--- config.mk ---
export PLATFORM = sky130hd
export DESIGN_NAME = tlb_sa_top
export DESIGN_NICKNAME = d
export VERILOG_FILES = /design/src/rtl/tlb_pkg.sv /design/src/rtl/tlb_match.sv /design/src/rtl/tlb_victim.sv /design/src/rtl/tlb_recency.sv /design/src/rtl/tlb_sa_top.sv
export SDC_FILE = /design/constraint.sdc
export NUM_CORES = 1
export LEC_CHECK = 0
export BUFFER_PORTS_ARGS = -buffer_cell sky130_fd_sc_hd__clkbuf_2
export CORE_MARGIN = 2
export CORE_UTILIZATION = 30
export CTS_BUF_LIST = sky130_fd_sc_hd__clkbuf_16
export DETAILED_ROUTE_END_ITERATION = 8
export GPL_ROUTABILITY_DRIVEN = 0
export PLACE_DENSITY = 0.44
export REMOVE_ABC_BUFFERS = 1
export SYNTH_ARGS = -nofsm -noshare
export SYNTH_HDL_FRONTEND = slang
export SYNTH_HIERARCHICAL = 1
export SYNTH_SLANG_ARGS = --single-unit
--- constraint.sdc ---
create_clock -name clk -period 4.9 [get_ports clk]
set_input_delay 0.98 -clock clk [delete_from_list [all_inputs] [get_ports clk]]
set_output_delay 0.98 -clock clk [all_outputs]
set_load 0.02 [all_outputs]
--- src/rtl/tlb_pkg.sv ---
package tlb_pkg;

  typedef struct packed {
    logic writable;
    logic user;
    logic global_pg;
    logic uncached;
  } tlb_attr_t;

  typedef enum logic [2:0] {
    OP_NONE,
    OP_FLUSH_ALL,
    OP_FLUSH_LOCAL,
    OP_DEMAP,
    OP_FILL
  } tlb_op_e;

endpackage

--- src/rtl/tlb_match.sv ---
module tlb_match #(
  parameter int WAYS  = 4,
  parameter int TAG_W = 20,
  parameter int WAY_W = 2
) (
  input  logic [WAYS*TAG_W-1:0] tags,
  input  logic [WAYS-1:0]       valid,
  input  logic [TAG_W-1:0]      key,
  output logic [WAYS-1:0]       hit_vec,
  output logic                  hit,
  output logic [WAY_W-1:0]      hit_way
);

  for (genvar w = 0; w < WAYS; w++) begin : g_cmp
    assign hit_vec[w] = valid[w] && (tags[w*TAG_W +: TAG_W] == key);
  end

  assign hit = |hit_vec;

  always_comb begin
    hit_way = '0;
    for (int w = WAYS - 1; w >= 0; w--) begin
      if (hit_vec[w]) hit_way = WAY_W'(w);
    end
  end

endmodule

--- src/rtl/tlb_victim.sv ---
module tlb_victim #(
  parameter int WAYS  = 4,
  parameter int WAY_W = 2
) (
  input  logic [WAYS-1:0]  free_mask,
  input  logic [WAY_W-1:0] lru_way,
  output logic [WAY_W-1:0] victim_way
);

  logic             any_free;
  logic [WAY_W-1:0] first_free;

  always_comb begin
    first_free = '0;
    for (int w = WAYS - 1; w >= 0; w--) begin
      if (free_mask[w]) first_free = WAY_W'(w);
    end
  end

  assign any_free   = |free_mask;
  assign victim_way = any_free ? first_free : lru_way;

endmodule

--- src/rtl/tlb_recency.sv ---
module tlb_recency #(
  parameter int WAYS  = 4,
  parameter int WAY_W = 2
) (
  input  logic             clk,
  input  logic             rst_n,
  input  logic             touch_en,
  input  logic [WAY_W-1:0] touch_way,
  output logic [WAY_W-1:0] lru_way
);

  localparam logic [WAY_W-1:0] OLDEST = WAY_W'(WAYS - 1);

  logic [WAYS-1:0][WAY_W-1:0] age_q, age_d;
  logic [WAY_W-1:0]           touched_age;
  logic [WAYS-1:0]            age_seen;

  assign touched_age = age_q[touch_way];

  always_comb begin
    age_d = age_q;
    if (touch_en) begin
      for (int w = 0; w < WAYS; w++) begin
        if (WAY_W'(w) == touch_way)       age_d[w] = '0;
        else if (age_q[w] < touched_age)  age_d[w] = age_q[w] + 1'b1;
      end
    end
  end

  always_ff @(posedge clk or negedge rst_n) begin
    if (!rst_n) begin
      for (int w = 0; w < WAYS; w++) age_q[w] <= WAY_W'(w);
    end else if (touch_en) begin
      age_q <= age_d;
    end
  end

  always_comb begin
    lru_way = '0;
    for (int w = 0; w < WAYS; w++) begin
      if (age_q[w] == OLDEST) lru_way = WAY_W'(w);
    end
  end

  always_comb begin
    age_seen = '0;
    for (int w = 0; w < WAYS; w++) age_seen[age_q[w]] = 1'b1;
  end

  // a touched way is youngest next cycle
  assert_touch_mru_R7: assert property (@(posedge clk) disable iff (!rst_n)
    touch_en |=> age_q[$past(touch_way)] == '0);

  // untouched sets keep their order
  assert_idle_stable_R8: assert property (@(posedge clk) disable iff (!rst_n)
    !touch_en |=> $stable(age_q));

  // ages remain a permutation, so the oldest way is unique
  assert_age_perm_R5: assert property (@(posedge clk) disable iff (!rst_n)
    $countones(age_seen) == WAYS);

endmodule

--- src/rtl/tlb_sa_top.sv ---
module tlb_sa_top #(
  parameter int VA_W       = 32,
  parameter int PA_W       = 32,
  parameter int PAGE_SHIFT = 12,
  parameter int ENTRIES    = 16,
  parameter int WAYS       = 4
) (
  input  logic                       clk,
  input  logic                       rst_n,
  input  logic                       lk_valid,
  input  logic [VA_W-1:0]            lk_vaddr,
  input  logic                       lk_touch,
  input  logic                       ins_valid,
  input  logic [VA_W-PAGE_SHIFT-1:0] ins_vpn,
  input  logic [PA_W-PAGE_SHIFT-1:0] ins_ppn,
  input  logic                       ins_writable,
  input  logic                       ins_user,
  input  logic                       ins_global,
  input  logic                       ins_uncached,
  input  logic                       flush_all,
  input  logic                       flush_local,
  input  logic                       demap_valid,
  input  logic [VA_W-1:0]            demap_vaddr,
  output logic                       rsp_valid,
  output logic                       rsp_hit,
  output logic [PA_W-1:0]            rsp_paddr,
  output logic                       rsp_writable,
  output logic                       rsp_user,
  output logic                       rsp_global,
  output logic                       rsp_uncached
);
  import tlb_pkg::*;

  localparam int SETS  = ENTRIES / WAYS;
  localparam int SET_W = (SETS > 1) ? $clog2(SETS) : 1;
  localparam int WAY_W = (WAYS > 1) ? $clog2(WAYS) : 1;
  localparam int VPN_W = VA_W - PAGE_SHIFT;
  localparam int PPN_W = PA_W - PAGE_SHIFT;
  localparam logic [SET_W-1:0] SET_MASK = SET_W'(SETS - 1);

  // ---------------- storage ----------------
  logic [WAYS-1:0]  valid_q [SETS];
  logic [WAYS-1:0]  valid_d [SETS];
  logic [VPN_W-1:0] tag_q   [SETS][WAYS];
  logic [PPN_W-1:0] ppn_q   [SETS][WAYS];
  tlb_attr_t        attr_q  [SETS][WAYS];

  // ---------------- command decode ----------------
  tlb_op_e          op;
  logic             fill_en;
  logic [VPN_W-1:0] lk_vpn, dm_vpn;
  logic [SET_W-1:0] lk_set, dm_set, ins_set;

  assign lk_vpn  = lk_vaddr[VA_W-1:PAGE_SHIFT];
  assign dm_vpn  = demap_vaddr[VA_W-1:PAGE_SHIFT];
  assign lk_set  = lk_vpn[SET_W-1:0] & SET_MASK;
  assign dm_set  = dm_vpn[SET_W-1:0] & SET_MASK;
  assign ins_set = ins_vpn[SET_W-1:0] & SET_MASK;

  always_comb begin
    if (flush_all)        op = OP_FLUSH_ALL;
    else if (flush_local) op = OP_FLUSH_LOCAL;
    else if (demap_valid) op = OP_DEMAP;
    else if (ins_valid)   op = OP_FILL;
    else                  op = OP_NONE;
  end
  assign fill_en = (op == OP_FILL);

  // ---------------- tag match ----------------
  logic [WAYS*VPN_W-1:0] lk_tags, dm_tags;
  logic [WAYS-1:0]       lk_hitv, dm_hitv;
  logic                  lk_hit, dm_hit;
  logic [WAY_W-1:0]      lk_way, dm_way;

  always_comb begin
    for (int w = 0; w < WAYS; w++) begin
      lk_tags[w*VPN_W +: VPN_W] = tag_q[lk_set][w];
      dm_tags[w*VPN_W +: VPN_W] = tag_q[dm_set][w];
    end
  end

  tlb_match #(.WAYS(WAYS), .TAG_W(VPN_W), .WAY_W(WAY_W)) u_lk_match (
    .tags(lk_tags), .valid(valid_q[lk_set]), .key(lk_vpn),
    .hit_vec(lk_hitv), .hit(lk_hit), .hit_way(lk_way));

  tlb_match #(.WAYS(WAYS), .TAG_W(VPN_W), .WAY_W(WAY_W)) u_dm_match (
    .tags(dm_tags), .valid(valid_q[dm_set]), .key(dm_vpn),
    .hit_vec(dm_hitv), .hit(dm_hit), .hit_way(dm_way));

  // ---------------- replacement ----------------
  logic [WAY_W-1:0] lru_way    [SETS];
  logic [SETS-1:0]  touch_en;
  logic [WAY_W-1:0] touch_way  [SETS];
  logic [WAY_W-1:0] vic_way;

  tlb_victim #(.WAYS(WAYS), .WAY_W(WAY_W)) u_victim (
    .free_mask(~valid_q[ins_set]), .lru_way(lru_way[ins_set]),
    .victim_way(vic_way));

  always_comb begin
    for (int s = 0; s < SETS; s++) begin
      if (fill_en && ins_set == SET_W'(s)) begin
        touch_en[s]  = 1'b1;
        touch_way[s] = vic_way;
      end else begin
        touch_en[s]  = lk_valid && lk_touch && lk_hit && (lk_set == SET_W'(s));
        touch_way[s] = lk_way;
      end
    end
  end

  for (genvar s = 0; s < SETS; s++) begin : g_set
    tlb_recency #(.WAYS(WAYS), .WAY_W(WAY_W)) u_rec (
      .clk(clk), .rst_n(rst_n), .touch_en(touch_en[s]),
      .touch_way(touch_way[s]), .lru_way(lru_way[s]));
  end

  // ---------------- valid next state ----------------
  always_comb begin
    for (int s = 0; s < SETS; s++) valid_d[s] = valid_q[s];
    unique case (op)
      OP_FLUSH_ALL: begin
        for (int s = 0; s < SETS; s++) valid_d[s] = '0;
      end
      OP_FLUSH_LOCAL: begin
        for (int s = 0; s < SETS; s++)
          for (int w = 0; w < WAYS; w++)
            if (valid_q[s][w] && !attr_q[s][w].global_pg) valid_d[s][w] = 1'b0;
      end
      OP_DEMAP: begin
        if (dm_hit) valid_d[dm_set][dm_way] = 1'b0;
      end
      OP_FILL: begin
        valid_d[ins_set][vic_way] = 1'b1;
      end
      default: ;
    endcase
  end

  always_ff @(posedge clk or negedge rst_n) begin
    if (!rst_n) begin
      for (int s = 0; s < SETS; s++) valid_q[s] <= '0;
    end else begin
      for (int s = 0; s < SETS; s++) valid_q[s] <= valid_d[s];
    end
  end

  always_ff @(posedge clk) begin
    if (fill_en) begin
      tag_q[ins_set][vic_way]  <= ins_vpn;
      ppn_q[ins_set][vic_way]  <= ins_ppn;
      attr_q[ins_set][vic_way] <= '{writable: ins_writable, user: ins_user,
                                    global_pg: ins_global, uncached: ins_uncached};
    end
  end

  // ---------------- response ----------------
  logic            rsp_valid_q, rsp_hit_q, rsp_hit_d;
  logic [PA_W-1:0] rsp_pa_q, rsp_pa_d;
  tlb_attr_t       rsp_attr_q, rsp_attr_d;

  always_comb begin
    rsp_hit_d  = lk_hit;
    rsp_pa_d   = '0;
    rsp_attr_d = '0;
    if (lk_hit) begin
      rsp_pa_d   = {ppn_q[lk_set][lk_way], lk_vaddr[PAGE_SHIFT-1:0]};
      rsp_attr_d = attr_q[lk_set][lk_way];
    end
  end

  always_ff @(posedge clk or negedge rst_n) begin
    if (!rst_n) rsp_valid_q <= 1'b0;
    else        rsp_valid_q <= lk_valid;
  end

  always_ff @(posedge clk or negedge rst_n) begin
    if (!rst_n) begin
      rsp_hit_q  <= 1'b0;
      rsp_pa_q   <= '0;
      rsp_attr_q <= '0;
    end else if (lk_valid) begin
      rsp_hit_q  <= rsp_hit_d;
      rsp_pa_q   <= rsp_pa_d;
      rsp_attr_q <= rsp_attr_d;
    end
  end

  assign rsp_valid    = rsp_valid_q;
  assign rsp_hit      = rsp_hit_q;
  assign rsp_paddr    = rsp_pa_q;
  assign rsp_writable = rsp_attr_q.writable;
  assign rsp_user     = rsp_attr_q.user;
  assign rsp_global   = rsp_attr_q.global_pg;
  assign rsp_uncached = rsp_attr_q.uncached;

  // ---------------- assertions ----------------
  logic any_valid, local_valid;
  always_comb begin
    any_valid   = 1'b0;
    local_valid = 1'b0;
    for (int s = 0; s < SETS; s++)
      for (int w = 0; w < WAYS; w++) begin
        any_valid   = any_valid | valid_q[s][w];
        local_valid = local_valid | (valid_q[s][w] & ~attr_q[s][w].global_pg);
      end
  end

  assert_rsp_strobe_R2: assert property (@(posedge clk) disable iff (!rst_n)
    lk_valid |=> rsp_valid);
  assert_rsp_quiet_R2: assert property (@(posedge clk) disable iff (!rst_n)
    !lk_valid |=> !rsp_valid);
  assert_miss_zero_R3: assert property (@(posedge clk) disable iff (!rst_n)
    (rsp_valid && !rsp_hit) |-> (rsp_paddr == '0 && !rsp_writable && !rsp_user
                                 && !rsp_global && !rsp_uncached));
  assert_one_match_R1: assert property (@(posedge clk) disable iff (!rst_n)
    $onehot0(lk_hitv) && $onehot0(dm_hitv));
  assert_flush_all_R9: assert property (@(posedge clk) disable iff (!rst_n)
    flush_all |=> !any_valid);
  assert_flush_local_R10: assert property (@(posedge clk) disable iff (!rst_n)
    (flush_local && !flush_all) |=> !local_valid);

endmodule

==> results.md, run 1 <==
- Outcome: finished clean
- CP max FO: 14
- R2R depth: 17
- Kind of cell adding the most delay to the critical path: multiplexers
- DIE HEIGHT: roughly 350 µm
- First-pass DRT Iterations: 5
- TritonCTS Buffers: slightly above 90
- Clk buf depth: 3
- Cts repair resizes: 0
- Startpoint types: primary input
- Non-Filler Instances: roughly 4200
- Post-route ant nets: 0
- Relative slew slack: a little over a fifth
- Area Overhead vs Synth: 21.0%
- First-pass GRT wire length: 159000 µm
- Mapped cell area: about 36000 µm²
- Iter 0 DRT Violations: around 1500
- Multi-input logic area: about 12000 µm²
- Area of the core: around 120000 µm²
- CP Class: primary input to flop
- FF/Latch Area: between 20000 and 25000 µm²
- Critical Path AT: 5.30 ns
- Hold Buf Count CTS: 0
- WL per Instance: around 27 µm
- Initial Util: between 30% and 40%
- Pwr/cell area: between 300 and 400 nW/µm²
- Gate Count Post-Synth: roughly 2100
- CP Data Required Time: between 5 and 6 ns
- Placed cell count: ~4000
- Initial antenna violation count: 12
- Final nets: between 2000 and 3000
- Detailed Place HPWL: approximately 70000 µm
- Tmin final: 4.74 ns
- DRC Markers: 0
- Root Driver: clkbuf_16
- Maximum vdd drop: 265 µV
- Io pins: around 150
- CP max stage cell: mux4_2
- Total number of vias: about 21000
- CTS sink cnt: 790
- Worst R2R Start: tag_q[3][45]$_DFFE_PP_
- Syn. warnings: 6
- RSZ-0062 raised after global routing: false
- Post-CTS Setup Repair Bufs: 0
- Fmax: 211 MHz
- GRT Total Usage: 17.9%
- Reg2reg end: g_set[3].u_rec/age_q[6]$_DFFE_PN1P_
- Worst path bufs/invs: 5
- Worst Hold Slack: ~0.30 ns
- Via/cell ratio: between 5 and 6
- Final worst path period share: approximately 97%
- Worst-Skew Late Latency: 0.66 ns
- Fin. max-slew vios: 0
- Hold Fails Final Rpt: 0
- H-tree depth: 3
- Cell Chain, Critical Path: buf_8, buf_12, buf_4, mux4_2, xnor2_1, nand4_1, nor4_2, buf_4, o211ai_1, a21oi_4, mux2_4, mux4_2, inv_1, ha_1, or4bb_1, o211ai_1, a31oi_1
- FP Rows: 127
- CP peak stage delay: about 0.5 ns
- Leak: about 15 nW
- Least-Margin Pin Slew: 1.17 ns
- Max-cap viol count: 0
- Crit. End Element: flop
- R2R Setup Slk: ~0.45 ns
- Clock slew at reported path FFs: about 0.06 ns
- Vias in the first global route: between 20000 and 25000
- Largest net degree at the start of global routing: 63
- IO buf count: roughly 140
- Die W: 352 µm
- Filler Cell Count: 11200
- Fraction of layout instances using a drive strength above 1: between 30 and 40%
- Hold Path Class: primary input to async pin
- Mapped Avg Cell Area: between 15 and 20 µm²
- Total Wirelength: 111000 µm
- GRT overflow: 0
- Layout Skew: ~0.03 ns
- CTS tree: built
- Die footprint: around 120000 µm²
- # setup viols final: 0
worst max path at each step:
stage,cells past startpoint,slack [ns],from,end
floorplan,13,-1.84,lk_vaddr[12],g_set[2].u_rec/age_q[6]$_DFFE_PN1P_
global placement,18,-0.62,lk_vaddr[12],g_set[3].u_rec/age_q[6]$_DFFE_PN1P_
detailed placement,18,-0.63,lk_vaddr[12],g_set[3].u_rec/age_q[6]$_DFFE_PN1P_
CTS,18,0.04,lk_vaddr[12],g_set[3].u_rec/age_q[6]$_DFFE_PN1P_
global route,18,0.005,lk_vaddr[12],g_set[3].u_rec/age_q[6]$_DFFE_PN1P_
finish,17,0.16,lk_vaddr[12],g_set[3].u_rec/age_q[6]$_DFFE_PN1P_
area by class of cell:
class | count | area share (%)
flip-flops and latches | 790 | 53.2
multi-input cells | 1128 | 27.6
repair buffers | 388 | 6.99
clock buffers | 97 | 5.54
well taps | 1612 | 4.60
clock inverters | 73 | 1.43
inverters | 77 | 0.659
diodes | 1 | 0.00571
routing by layer:
layer / vias up / GRT usage [%] / share of wire (%)
met5: - / 0 / 0.13
met4: 22 / 4.49 / 2.0
met3: 147 / 3.68 / 5.7
met2: 527 / 29.9 / 49
met1: 11400 / 23.8 / 44
li1: 9352 / - / -
through the flow:
stage | util (%) | TNS, ns | worst slack (ns) | total power, mW | cell area (µm²)
finish | 36.5 | 0 | 0.160 | 15.8 | 43800
global route | 36.5 | 0 | 0.00467 | 16.4 | 43800
CTS | 36.5 | 0 | 0.0381 | 16.0 | 43800
detailed placement | 34.0 | -23.15 | -0.631 | 9.06 | 40800
global placement | 34.0 | -21.88 | -0.618 | 9.01 | 40800
floorplan | - | -195.95 | -1.84 | 8.33 | 35500
flip-flops by register name, indices dropped and copies added (netlist names):
register	count
rsp_valid	1
attr_q	64
rsp_paddr	32
rsp_uncached	1
ppn_q	320
valid_q	16
rsp_hit	1
rsp_user	1
rsp_global	1
g_set.u_rec/age_q	32
tag_q	320
rsp_writable	1
power by group:
group / leakage [nW] / switching [mW] / internal, mW
sequential: 7.44 / 0.0782 / 7.41
combinational: 5.99 / 0.758 / 0.668
clock: 1.56 / 2.82 / 4.10
total: 15.0 / 3.65 / 12.2
cells in the final DEF, fill, tap and decap left out, types with 19 or more instances in the layout:
| master | n |
|---|---|
| edfxtp_1 | 704 |
| nand2_1 | 37 |
| clkbuf_16 | 97 |
| mux4_2 | 207 |
| nand3_1 | 30 |
| xor2_1 | 62 |
| clkbuf_2 | 136 |
| buf_12 | 38 |
| nand2b_1 | 29 |
| o21ai_0 | 40 |
| a221oi_1 | 21 |
| mux2i_1 | 67 |
| a21oi_1 | 32 |
| dfrtp_1 | 70 |
| ha_1 | 28 |
| xnor2_1 | 98 |
| o22ai_1 | 40 |
| mux2_2 | 56 |
| nand4_1 | 26 |
| buf_4 | 211 |
| nor2b_1 | 38 |
| inv_1 | 96 |
| nor2_1 | 19 |
Note: power is estimated with default switching activity, not from simulation.
==> inputs of run 2 (changes only) <==
CORE_MARGIN = unset   (was 2)
GPL_ROUTABILITY_DRIVEN = 1   (was 0)
==> run 2 against run 1 <==
  * Register-to-register slack improved by 0.03 ns
  * Power fell by 0.60%
  * Largest power group unchanged
  * Non-clock buffer count fell by 10
  * Critical path type unchanged
  * Clock skew rose by 0.041 ns
  * Design area fell by 0.19%
  * Sequential power barely moved
  * Hold slack got worse by 0.037 ns
  * First-iteration DRC count rose by 4.8%
==> results.md, run 2 (synthesized netlist as in run 1, its figures left out) <==
- Relative slew slack: 20.8% (-0.44 points)
- Root Driver: clkbuf_16
- WL per Instance: 26.6 µm (+0.19%)
- Final Power: 15.7 mW (-0.60%)
- RD Place Congestion: just under 0.8
- Final worst path period share: 98.1% (+1.3 points)
- Tmin final: 4.81 ns (+0.0654 ns)
- Worst R2R Start: tag_q[3][46]$_DFFE_PP_
- Worst Hold Slack: 0.263 ns (-0.0373 ns)
- Area Overhead vs Synth: 20.7%
- NetSw: 3.78 mW (+3.5%)
- Final nets: 2612 (-0.38%)
- Layout Skew: 0.0713 ns (+0.0407 ns)
- Initial Util: 30.3% (+0.040 points)
- Largest net degree at the start of global routing: 115 (+83%)
- Crit path from: lk_vaddr[12]
- CP max FO: 14 (unchanged)
- PnR worst setup slack: 0.0946 ns (-0.0654 ns)
- Fraction of layout instances using a drive strength above 1: 33.3% (-0.21 points)
- Post-DP Area: 40700 µm² (-0.15%)
- Fmax: 208 MHz (-1.4%)
- P_int: 12.0 mW (-1.8%)
- Detailed Place HPWL: 69100 µm (-0.99%)
- Non-Filler Instances: 4161 (-0.12%)
- GRT overflow: 0 (unchanged)
- Filler Cell Count: 11300 (+1.3%)
- Post-route ant nets: 0 (unchanged)
- Outcome: finished clean
- Routing usage on met1: 24.2% (+0.46 points)
- Fin. max-slew vios: 0 (unchanged)
- Critical Path AT: 5.39 ns (+0.09 ns)
- Combinational share of power: 9.2% (+0.2 points)
- Hold Fails Final Rpt: 0 (unchanged)
- Pwr/cell area: 360 nW/µm² (-0.41%)
- Vias in the first global route: 22500 (-0.0044%)
- Clk pwr share: 43.1% (-0.6 points)
- FP Rows: 127 (unchanged)
- Maximum vdd drop: 273 µV (+3.0%)
- Final Cell Area: 43800 µm² (-0.19%)
- Gr busiest metal: met2
- Max-cap viol count: 0 (unchanged)
- DRC Markers: 0 (unchanged)
- Net Sw Frac: 24.0% (+0.95 points)
- Io pins: 154 (unchanged)
- H-tree depth: 3 (unchanged)
- TritonCTS Buffers: 93 (unchanged)
- CTS sink cnt: 790 (unchanged)
- Total number of vias: 21400 (-0.27%)
- RSZ-0062 raised after global routing: false
- Grt met3 use: 4.02% (+0.34 points)
- Startpoint types: primary input
- Least-Margin Pin Slew: 1.19 ns (+0.0105 ns)
- Leak: 15.0 nW (-0.22%)
- CP Class: primary input to flop
- Die W: 350 µm (-0.57%)
- Grt met2 use: 29.9% (about the same)
- Initial antenna violation count: 13 (+1)
- Post-CTS Setup Repair Bufs: 0 (unchanged)
- Hold Path Class: primary input to async pin
- CP Data Required Time: 5.48 ns (+0.02 ns)
- Dpl ws: -0.893 ns (-0.262 ns)
- Crit. End Element: flop
- Die footprint: 122000 µm² (-1.1%)
- First-pass DRT Iterations: 5 (unchanged)
- Placed cell count: 3985 (-0.25%)
- Worst-Skew Late Latency: 0.70 ns (+0.04 ns)
- Via/cell ratio: 5.14 (-0.15%)
- IO buf count: 141 (unchanged)
- DIE HEIGHT: 350 µm (-0.57%)
- Commonest non-fill, non-tap cell in the layout: edfxtp_1
- GRT Total Usage: 18.2% (+0.27 points)
- Largest regs: ppn_q (320), tag_q (320), attr_q (64)
- Clock slew at reported path FFs: 0.06 ns (about the same)
- First-pass GRT wire length: 160000 µm (+0.15%)
- Clk buf depth: 3 (unchanged)
- Most frequent cells in the layout: 704 x edfxtp_1, 207 x mux4_2, 200 x buf_4
- Area of the core: 120000 µm² (-0.13%)
- # setup viols final: 0 (unchanged)
- Iter 0 DRT Violations: 1600 (+4.8%)
- Total Wirelength: 111000 µm (about the same)
- CTS tree: built
- Flop pwr share: 47.6% (+0.3 points)
==> run 2: stage by stage <==
stage	TNS, ns	utilization [%]
global placement	-38.21	34.0
global route	0	36.5
floorplan	-195.95	-
CTS	0	36.5
detailed placement	-39.48	34.0
finish	0	36.5
==> run 2: path summary, 6_finish.rpt <==
path / to / slack [ns] / cells past startpoint
min reg2reg: g_set[2].u_rec/age_q[7]$_DFFE_PN1P_ / 0.51 / 2
max reg2reg: g_set[2].u_rec/age_q[6]$_DFFE_PN1P_ / 0.48 / 15
max in group asynchronous: rsp_user$_DFFE_PN0P_ / 3.66 / 2
min: g_set[3].u_rec/age_q[4]$_DFFE_PN0P_ / 0.26 / 1
max: g_set[3].u_rec/age_q[1]$_DFFE_PN0P_ / 0.09 / 20
min in group clk: g_set[2].u_rec/age_q[7]$_DFFE_PN1P_ / 0.51 / 2
==> run 2: critical path, stage by stage <==
cell       delay, ns
buf_12          0.15
buf_12          0.21
buf_12          0.16
mux4_2          0.52
xnor2_1         0.18
nand4_1         0.30
nor4_4          0.48
buf_4           0.17
nand4_1         0.11
inv_1           0.17
a211oi_2        0.07
buf_4           0.17
mux2_2          0.29
mux4_2          0.28
inv_1           0.09
buf_4           0.13
ha_1            0.25
nor3b_1         0.31
o21a_1          0.19
o2bb2ai_1       0.08
==> run 2: power by group through the flow <==
stage,clock network (mW),logic [mW],registers [mW]
CTS,6.96,1.47,7.49
global placement,0,1.41,7.62
finish,6.79,1.46,7.49
detailed placement,0,1.46,7.63
global route,7.22,1.58,7.50
floorplan,0,0.726,7.60
==> run 2: repair_timing <==
item,4_1_cts,5_1_grt
hold endpoints to repair,0,0
pin swaps,0,0
setup endpoints to repair,19,17
resized for setup,3,5
hold buffers,0,0
==> run 2: metal layers <==
layer	vias to the layer above	share of wire [%]
met5	-	0.086
met4	16	2.3
met2	490	49
met1	11400	44
met3	151	5.3
li1	9341	-
==> run 2: area by class of cell <==
| type | count | area [µm²] | share of cell area (%) |
|---|---|---|---|
| flip-flops and latches | 790 | 23300 | 53.3 |
| multi-input cells | 1128 | 12100 | 27.7 |
| repair buffers | 378 | 3010 | 6.88 |
| clock buffers | 93 | 2330 | 5.32 |
| well taps | 1612 | 2020 | 4.61 |
| clock inverters | 82 | 697 | 1.59 |
| inverters | 77 | 289 | 0.660 |
| diodes | 1 | 2.50 | 0.00572 |
